File: src/rtl/hdlc_rx_pkg.sv
// Shared constants and types for the HDLC receiver.
// Assumes LSB-first bit order on the line and a 16-bit reflected CRC.
package hdlc_rx_pkg;
    localparam int STUFF_RUN = 5;   // ones before a stuffed zero
    localparam int FLAG_RUN  = 6;   // ones inside a flag
    localparam int IDLE_RUN  = 15;  // ones that mean an idle line

    localparam logic [15:0] CRC_PRESET  = 16'hFFFF;
    localparam logic [15:0] CRC_POLY_LS = 16'h8408;
    localparam logic [15:0] CRC_RESIDUE = 16'hF0B8;

    // Per-bit events decoded from the raw line
    typedef struct packed {
        logic bit_vld;    // a destuffed data bit is present
        logic bit_val;    // its value
        logic flag;       // closing zero of a flag seen
        logic abort_run;  // seventh consecutive one seen
    } line_ev_t;
endpackage

File: src/rtl/hdlc_line_decoder.sv
// Line decoder: counts consecutive ones on the enabled line bits and turns
// each enabled bit into a data bit, a dropped stuff zero, a flag or an
// abort event. Also reports a level idle indication.
// Assumes RUN_W is wide enough to hold the idle run length.
module hdlc_line_decoder
    import hdlc_rx_pkg::*;
#(
    parameter int RUN_W = 4
) (
    input  logic     clk,
    input  logic     rst_n,
    input  logic     bit_en,
    input  logic     bit_in,
    output line_ev_t ev,
    output logic     idle
);
    localparam logic [RUN_W-1:0] RUN_MAX = RUN_W'(IDLE_RUN);
    localparam logic [RUN_W-1:0] STUFF_L = RUN_W'(STUFF_RUN);
    localparam logic [RUN_W-1:0] FLAG_L  = RUN_W'(FLAG_RUN);

    logic [RUN_W-1:0] run_q;

    // Track the run of consecutive ones, saturating at the idle length
    always_ff @(posedge clk) begin
        if (!rst_n) begin
            run_q <= '0;
        end else if (bit_en) begin
            if (bit_in) begin
                if (run_q != RUN_MAX) run_q <= run_q + 1'b1;
            end else begin
                run_q <= '0;
            end
        end
    end

    // Classify the current enabled bit against the run before it
    always_comb begin
        ev = '0;
        if (bit_en) begin
            if (bit_in) begin
                ev.bit_vld   = (run_q < STUFF_L);
                ev.bit_val   = 1'b1;
                ev.abort_run = (run_q == FLAG_L);
            end else if (run_q < STUFF_L) begin
                ev.bit_vld = 1'b1;
                ev.bit_val = 1'b0;
            end else if (run_q == FLAG_L) begin
                ev.flag = 1'b1;
            end
        end
    end

    assign idle = (run_q == RUN_MAX);

    // a received zero always ends the idle indication
    assert_idle_drop_R9: assert property (@(posedge clk) disable iff (!rst_n)
        (bit_en && !bit_in) |=> !idle);
    // idle can only appear after an enabled one
    assert_idle_rise_R9: assert property (@(posedge clk) disable iff (!rst_n)
        $rose(idle) |-> $past(bit_en && bit_in));
endmodule

File: src/rtl/hdlc_bit_delay.sv
// Holds back the newest DEPTH destuffed bits. The opening part of a flag
// enters as data bits before the flag is recognised, and the flush drops
// those bits. A bit leaves only when DEPTH newer bits follow it.
// Assumes flush and in_vld are never high together.
module hdlc_bit_delay #(
    parameter int DEPTH = 6
) (
    input  logic clk,
    input  logic rst_n,
    input  logic flush,
    input  logic in_vld,
    input  logic in_bit,
    output logic out_vld,
    output logic out_bit
);
    localparam int CNT_W = $clog2(DEPTH + 1);
    localparam logic [CNT_W-1:0] FULL = CNT_W'(DEPTH);

    logic [DEPTH-1:0] sr_q;
    logic [CNT_W-1:0] fill_q;

    // Shift in data bits and count how many valid bits are held
    always_ff @(posedge clk) begin
        if (!rst_n) begin
            sr_q   <= '0;
            fill_q <= '0;
        end else if (flush) begin
            fill_q <= '0;
        end else if (in_vld) begin
            sr_q <= {sr_q[DEPTH-2:0], in_bit};
            if (fill_q != FULL) fill_q <= fill_q + 1'b1;
        end
    end

    assign out_vld = in_vld && (fill_q == FULL);
    assign out_bit = sr_q[DEPTH-1];
endmodule

File: src/rtl/hdlc_crc16.sv
// Serial CRC-16 (x^16+x^12+x^5+1), LSB first, preset to all ones.
// Reports whether the remainder equals the good-frame residue.
// Assumes init and bit_vld are never high together.
module hdlc_crc16
    import hdlc_rx_pkg::*;
(
    input  logic clk,
    input  logic rst_n,
    input  logic init,
    input  logic bit_vld,
    input  logic bit_val,
    output logic good
);
    logic [15:0] crc_q;

    // Preset on a frame boundary, otherwise fold in one data bit
    always_ff @(posedge clk) begin
        if (!rst_n || init) begin
            crc_q <= CRC_PRESET;
        end else if (bit_vld) begin
            crc_q <= (crc_q >> 1) ^ ((crc_q[0] ^ bit_val) ? CRC_POLY_LS : 16'h0000);
        end
    end

    assign good = (crc_q == CRC_RESIDUE);
endmodule

File: src/rtl/hdlc_byte_pack.sv
// Packs data bits into bytes, first bit into bit 0. byte_done is high in
// the cycle the final bit of a byte arrives, with byte_val complete.
// partial reports bits held that do not yet form a whole byte.
module hdlc_byte_pack #(
    parameter int BYTE_W = 8
) (
    input  logic              clk,
    input  logic              rst_n,
    input  logic              clear,
    input  logic              bit_vld,
    input  logic              bit_val,
    output logic              byte_done,
    output logic [BYTE_W-1:0] byte_val,
    output logic              partial
);
    localparam int CNT_W = $clog2(BYTE_W);
    localparam logic [CNT_W-1:0] LAST = CNT_W'(BYTE_W - 1);

    logic [BYTE_W-1:0] sh_q;
    logic [CNT_W-1:0]  cnt_q;

    // Shift bits in from the top and count bit positions
    always_ff @(posedge clk) begin
        if (!rst_n || clear) begin
            cnt_q <= '0;
            if (!rst_n) sh_q <= '0;
        end else if (bit_vld) begin
            sh_q  <= byte_val;
            cnt_q <= (cnt_q == LAST) ? '0 : cnt_q + 1'b1;
        end
    end

    assign byte_val  = {bit_val, sh_q[BYTE_W-1:1]};
    assign byte_done = bit_vld && (cnt_q == LAST);
    assign partial   = (cnt_q != '0);
endmodule

File: src/rtl/hdlc_rx_sapi.sv
// HDLC frame receiver top. It ties the line decoder, the flag-tail delay,
// the byte packer and the CRC together. It filters each frame on the
// service-point field of its first byte. Payload leaves FCS_BYTES behind
// the line, so the check bytes are never forwarded. The last payload byte
// is released at the closing flag with the CRC verdict.
// Assumes MIN_BYTES > FCS_BYTES and one bit per enabled cycle at most.
module hdlc_rx_sapi
    import hdlc_rx_pkg::*;
#(
    parameter int BYTE_W    = 8,
    parameter int SAPI_W    = 6,
    parameter int NUM_SAPI  = 3,
    parameter logic [NUM_SAPI*SAPI_W-1:0] SAPI_LIST = {6'd63, 6'd16, 6'd0},
    parameter bit FILTER_EN = 1'b1,
    parameter int MIN_BYTES = 3,
    parameter int FCS_BYTES = 2,
    parameter int RUN_W     = 4
) (
    input  logic              clk,
    input  logic              rst_n,
    input  logic              bit_en,
    input  logic              bit_in,
    output logic [BYTE_W-1:0] out_data,
    output logic              out_valid,
    output logic              out_last,
    output logic              out_crc_ok,
    output logic              stat_crc_err,
    output logic              stat_abort,
    output logic              stat_idle
);
    localparam int CNT_W = $clog2(MIN_BYTES + FCS_BYTES + 2);
    localparam logic [CNT_W-1:0] MIN_L  = CNT_W'(MIN_BYTES);
    localparam logic [CNT_W-1:0] EMIT_L = CNT_W'(FCS_BYTES + 1);
    localparam logic [CNT_W-1:0] SAT_L  = '1;

    line_ev_t          ev;
    logic              dl_vld, dl_bit, boundary;
    logic              pk_done, pk_partial, crc_good, addr_ok;
    logic [BYTE_W-1:0] pk_byte;
    logic [NUM_SAPI-1:0] sapi_hit;

    logic              in_frame_q, accept_q;
    logic [CNT_W-1:0]  cnt_q;
    logic [BYTE_W-1:0] hold_q [FCS_BYTES+1];

    assign boundary = ev.flag || ev.abort_run;

    hdlc_line_decoder #(.RUN_W(RUN_W)) u_dec (
        .clk(clk), .rst_n(rst_n), .bit_en(bit_en), .bit_in(bit_in),
        .ev(ev), .idle(stat_idle)
    );

    hdlc_bit_delay #(.DEPTH(FLAG_RUN)) u_dly (
        .clk(clk), .rst_n(rst_n), .flush(boundary),
        .in_vld(ev.bit_vld && in_frame_q), .in_bit(ev.bit_val),
        .out_vld(dl_vld), .out_bit(dl_bit)
    );

    hdlc_byte_pack #(.BYTE_W(BYTE_W)) u_pack (
        .clk(clk), .rst_n(rst_n), .clear(boundary),
        .bit_vld(dl_vld), .bit_val(dl_bit),
        .byte_done(pk_done), .byte_val(pk_byte), .partial(pk_partial)
    );

    hdlc_crc16 u_crc (
        .clk(clk), .rst_n(rst_n), .init(boundary),
        .bit_vld(dl_vld), .bit_val(dl_bit), .good(crc_good)
    );

    // One comparator per fixed service-point value
    for (genvar g = 0; g < NUM_SAPI; g++) begin : g_sapi
        assign sapi_hit[g] =
            (pk_byte[BYTE_W-1 -: SAPI_W] == SAPI_LIST[g*SAPI_W +: SAPI_W]);
    end

    if (FILTER_EN) begin : g_filter
        assign addr_ok = |sapi_hit;
    end else begin : g_nofilter
        assign addr_ok = 1'b1;
    end

    // Frame sequencing: boundaries, address decision, delayed byte release
    always_ff @(posedge clk) begin
        if (!rst_n) begin
            in_frame_q   <= 1'b0;
            accept_q     <= 1'b0;
            cnt_q        <= '0;
            out_data     <= '0;
            out_valid    <= 1'b0;
            out_last     <= 1'b0;
            out_crc_ok   <= 1'b0;
            stat_crc_err <= 1'b0;
            stat_abort   <= 1'b0;
            for (int i = 0; i <= FCS_BYTES; i++) hold_q[i] <= '0;
        end else begin
            out_valid    <= 1'b0;
            out_last     <= 1'b0;
            stat_crc_err <= 1'b0;
            stat_abort   <= 1'b0;
            if (ev.flag) begin
                in_frame_q <= 1'b1;
                cnt_q      <= '0;
                if (in_frame_q && cnt_q >= MIN_L && accept_q) begin
                    out_valid    <= 1'b1;
                    out_last     <= 1'b1;
                    out_data     <= hold_q[FCS_BYTES];
                    out_crc_ok   <= crc_good && !pk_partial;
                    stat_crc_err <= !(crc_good && !pk_partial);
                end
            end else if (ev.abort_run) begin
                if (in_frame_q && (cnt_q != '0 || pk_partial)) stat_abort <= 1'b1;
                in_frame_q <= 1'b0;
                cnt_q      <= '0;
            end else if (pk_done) begin
                for (int i = FCS_BYTES; i > 0; i--) hold_q[i] <= hold_q[i-1];
                hold_q[0] <= pk_byte;
                if (cnt_q != SAT_L) cnt_q <= cnt_q + 1'b1;
                if (cnt_q == '0) accept_q <= addr_ok;
                if (cnt_q >= EMIT_L && accept_q) begin
                    out_valid <= 1'b1;
                    out_data  <= hold_q[FCS_BYTES];
                end
            end
        end
    end

    // last is only ever tagged on a beat
    assert_last_has_valid_R1: assert property (@(posedge clk) disable iff (!rst_n)
        out_last |-> out_valid);
    // a CRC error pulse marks a failing last beat
    assert_crc_err_on_last_R3: assert property (@(posedge clk) disable iff (!rst_n)
        stat_crc_err |-> (out_valid && out_last && !out_crc_ok));
    // an aborted frame never gets a last beat
    assert_abort_no_last_R7: assert property (@(posedge clk) disable iff (!rst_n)
        stat_abort |-> !out_last);
    // a flag that closes a short frame releases nothing
    assert_short_silent_R6: assert property (@(posedge clk) disable iff (!rst_n)
        (ev.flag && in_frame_q && cnt_q < MIN_L) |=> !out_valid);
    // beats only follow an enabled line bit
    assert_beat_after_bit_R12: assert property (@(posedge clk) disable iff (!rst_n)
        out_valid |-> $past(bit_en));
endmodule

File: config.mk
export PLATFORM = sky130hd
export DESIGN_NAME = hdlc_rx_sapi
export DESIGN_NICKNAME = d
export VERILOG_FILES = /design/src/rtl/hdlc_rx_pkg.sv /design/src/rtl/hdlc_line_decoder.sv /design/src/rtl/hdlc_bit_delay.sv /design/src/rtl/hdlc_crc16.sv /design/src/rtl/hdlc_byte_pack.sv /design/src/rtl/hdlc_rx_sapi.sv
export SDC_FILE = /design/constraint.sdc
export NUM_CORES = 1
export LEC_CHECK = 0
export BUFFER_PORTS_ARGS = -buffer_cell sky130_fd_sc_hd__clkbuf_2
export CORE_ASPECT_RATIO = 0.75
export CORE_MARGIN = 3
export CORE_UTILIZATION = 60
export DETAILED_ROUTE_END_ITERATION = 16
export PLACE_DENSITY = 0.82
export RECOVER_POWER = 100
export SYNTH_ARGS = -nofsm -noshare
export SYNTH_HDL_FRONTEND = slang
export SYNTH_SLANG_ARGS = --single-unit
File: constraint.sdc
create_clock -name clk -period 7.7 [get_ports clk]
set_input_delay 0.77 -clock clk [delete_from_list [all_inputs] [get_ports clk]]
set_output_delay 0.77 -clock clk [all_outputs]
set_load 0.01 [all_outputs]
==> metrics.md <==
| Metric | Value |
|---|---|
| Synth warnings | 0 |
| Final WS setup | 3540 ps |
| Clock latency on the worst-skew pair | 350 ps |
| Critical Path Source Type | register |
| Synth Register Bits | 81 |
| HP Class | reg -> reg |
| GRT Residual Overflow | 0 |
| TNS Setup | 0 ps |
| CP peak stage delay | 2390 ps |
| Level count of the clock H-tree | 3 |
| Pin count of the biggest net entering global routing | 26 |
| Most common cell after layout, fill and taps aside | nand2_1 |
| Total setup buffers inserted after CTS | 0 |
| Pwr/cell area | 205 mW/mm^2 |
| GPL Wtd Cong | 0.820 |
| Fin area | 0.00372 mm^2 |
| Post-synthesis instance area | 0.00347 mm^2 |
| Maximum clock path buffer count | 2 |
| Initial core utilization | 0.635 |
| Slew @ Worst Pin | 3110 ps |
| Die Wd | 93.8 um |
| Final Skew | 8.52 ps |
| Syn Area/Cell | 10.3 um^2 |
| Max frequency | 240 MHz |
| Placed insts | 417 |
| # clock sinks | 81 |
| CP Max Fanout | 24 |
| Layout cell share with drive strength beyond 1 | 0.0642 |
| Initial drt markers | 125 |
| Critical-path top delay cell | o21ai_0 |
| CP Class | reg -> reg |
| Max_cap viols | 4 |
| Static Leak | 0.00140 uW |
| Root Driver | clkbuf_8 |
| Row count | 23 |
| Routed vias/inst | 5.51 |
| Setup violators final | 0 |
| Setup Slack @ Placement | 4660 ps |
| Critical-path cell list | inv_1 -> ha_1 -> and4b_1 -> and2_0 -> o21ai_0 |
| Most frequent cells in the layout | 66 x nand2_1, 50 x dfxtp_1, 31 x edfxtp_1 |
| Initial antenna violation count | 0 |
| Die Height | 71.9 um |
| First-pass GRT wire length | 10.1 mm |
| Via count | 2386 |
| Core box area | 0.00547 mm^2 |
| CP startpoint | u_dec.run_q[0] |
| RR Startpoint | u_dec.run_q[0] |
| Failing checks | max-capacitance violations, max-slew violations |
| Wire per inst | 14.0 um |
| Ant. Diodes | 0 |
| Syn Nets | 354 |
| IO Port Bufs | 17 |
| Status | complete, but fails checks |
| Pre-antenna DRT Iters | 4 |
| Final WL | 6.08 mm |
| Fin nets | 369 |
| CP Data Arrival Time | 4060 ps |
| Crit path capture type | register |
| Die Area | 0.00675 mm^2 |
| Slew Viols, Final | 76 |
| Placed Area | 0.00359 mm^2 |
| Rel. slew slack | -1.09 |
| Layout area overhead | 7.10% |
| PostCTS Resize Cnt | 0 |
| Post-synthesis sequential area ratio | 0.556 |
| Cell variety after synth | 49 |
| Final hold violation count | 0 |
| Peak supply drop | 0.145 mV |
| Total track usage | 0.196 |
| Drc violations | 0 |
| Clock slew at reported path FFs | 80 ps |
| Vias in the first global route | 2204 |
| Synth Instances | 338 |
| CTS tree | built |
| Required time of the critical path | 7600 ps |
| Fin crit period | 4160 ps |
| Routed Antenna Nets | 0 |
| RSZ-0062 raised after global routing | no |
| Ports | 18 |
| Period utilisation layout | 0.541 |
| Hold wc startpoint | out_data[7] |
| Post-Layout Cell Count | 433 |
| CTS hold repair buffers | 0 |
| CTS Buf Count | 9 |
| Dpl hpwl | 4.06 mm |
==> synth_stat cells (all sizes together) <==
master,n,area [um^2]
or3,2,12.5
a211o,1,8.76
nand4,3,18.8
nand3,23,128
a211oi,5,50.1
and2,32,201
edfxtp,31,931
and4b,3,32.5
o21ai,12,60.1
and4,1,8.76
dfxtp,50,1000
buf,5,36.3
o211ai,1,7.51
nand4b,1,8.76
a41oi,1,8.76
nand2,67,254
nor3,7,51.3
o31ai,1,7.51
nor4b,2,32.5
ha,12,150
nor2b,2,15.0
nor2,12,45.0
clkbuf,9,36.3
xnor2,5,43.8
or2b,1,8.76
o22ai,2,12.5
inv,12,45.0
a22oi,1,7.51
or4,1,7.51
and2b,1,8.76
mux2i,10,100
nor3b,1,7.51
o2111a,1,11.3
nand2b,3,18.8
nor4bb,1,10.0
a21oi,14,70.1
nand3b,2,15.0
==> layer usage <==
metal	vias up	part of all wire	global-route usage	wire length, um
met5	-	0	0	0
met4	0	0.010	0.0529	63
met3	7	0.066	0.0724	403
met2	63	0.46	0.308	2780
met1	1125	0.47	0.257	2830
li1	1191	-	-	-
==> state kept, by name, summed over array words and instances (netlist names), 3 cells and up <==
register,count
cnt_q,3
hold_q,24
out_data,8
u_crc.crc_q,16
u_dec.run_q,4
u_dly.fill_q,3
u_dly.sr_q,6
u_pack.cnt_q,3
u_pack.sh_q,7
==> final cells by class <==
class                           count  area (um^2)
Timing Repair Buffer               18         70.1
Clock inverter                      6         38.8
Clock buffer                       10          149
Tap cell                           75         93.8
Fill cell                         419         1750
Sequential cell                    81         1930
Inverter                           12         45.0
Multi-Input combinational cell    231         1390
==> critical path: cells and delay by family (launching register included) <==
kind,cells,cell delay [ps]
buffers and inverters,1,90
flip-flops,1,430
adder cells (fa/ha/maj),1,230
AO/OA/AOI/OAI,1,2390
AND/OR/NAND/NOR,2,570
==> kinds of logic (layout without fill, tap and decap cells) <==
| kind of cell | after synthesis | count (layout) | share of synthesized area |
|---|---|---|---|
| flops | 81 | 81 | 0.556 |
| fa+ha+maj | 12 | 12 | 0.0432 |
| xor+xnor | 5 | 5 | 0.0126 |
| compound gates | 39 | 39 | 0.0703 |
| simple gates | 165 | 165 | 0.255 |
| mux | 10 | 10 | 0.0288 |
| buf+inv | 26 | 46 | 0.0339 |
==> final timing paths <==
| kind | depth (start not counted) | end | slack, ps |
|---|---|---|---|
| max | 5 | hold_q[0][22] | 3540 |
| min | 2 | out_data[7] | 460 |
| max reg2reg | 5 | hold_q[0][22] | 3540 |
| min reg2reg | 2 | out_data[7] | 460 |
==> where the power goes <==
part | switching, uW | total [uW] | internal, uW
sequential | 3.45 | 457 | 453
clock | 152 | 289 | 137
combinational | 13.2 | 17.1 | 3.90
total | 169 | 763 | 594
==> stage by stage <==
stage	hold slack [ps]	total power (uW)	util
after detailed placement	450	484	0.657
final	458	763	0.680
after floorplan	440	478	-
after CTS	461	769	0.691
after global routing	482	790	0.680
after global placement	441	483	0.657
Power figures use the tool's default switching activity.
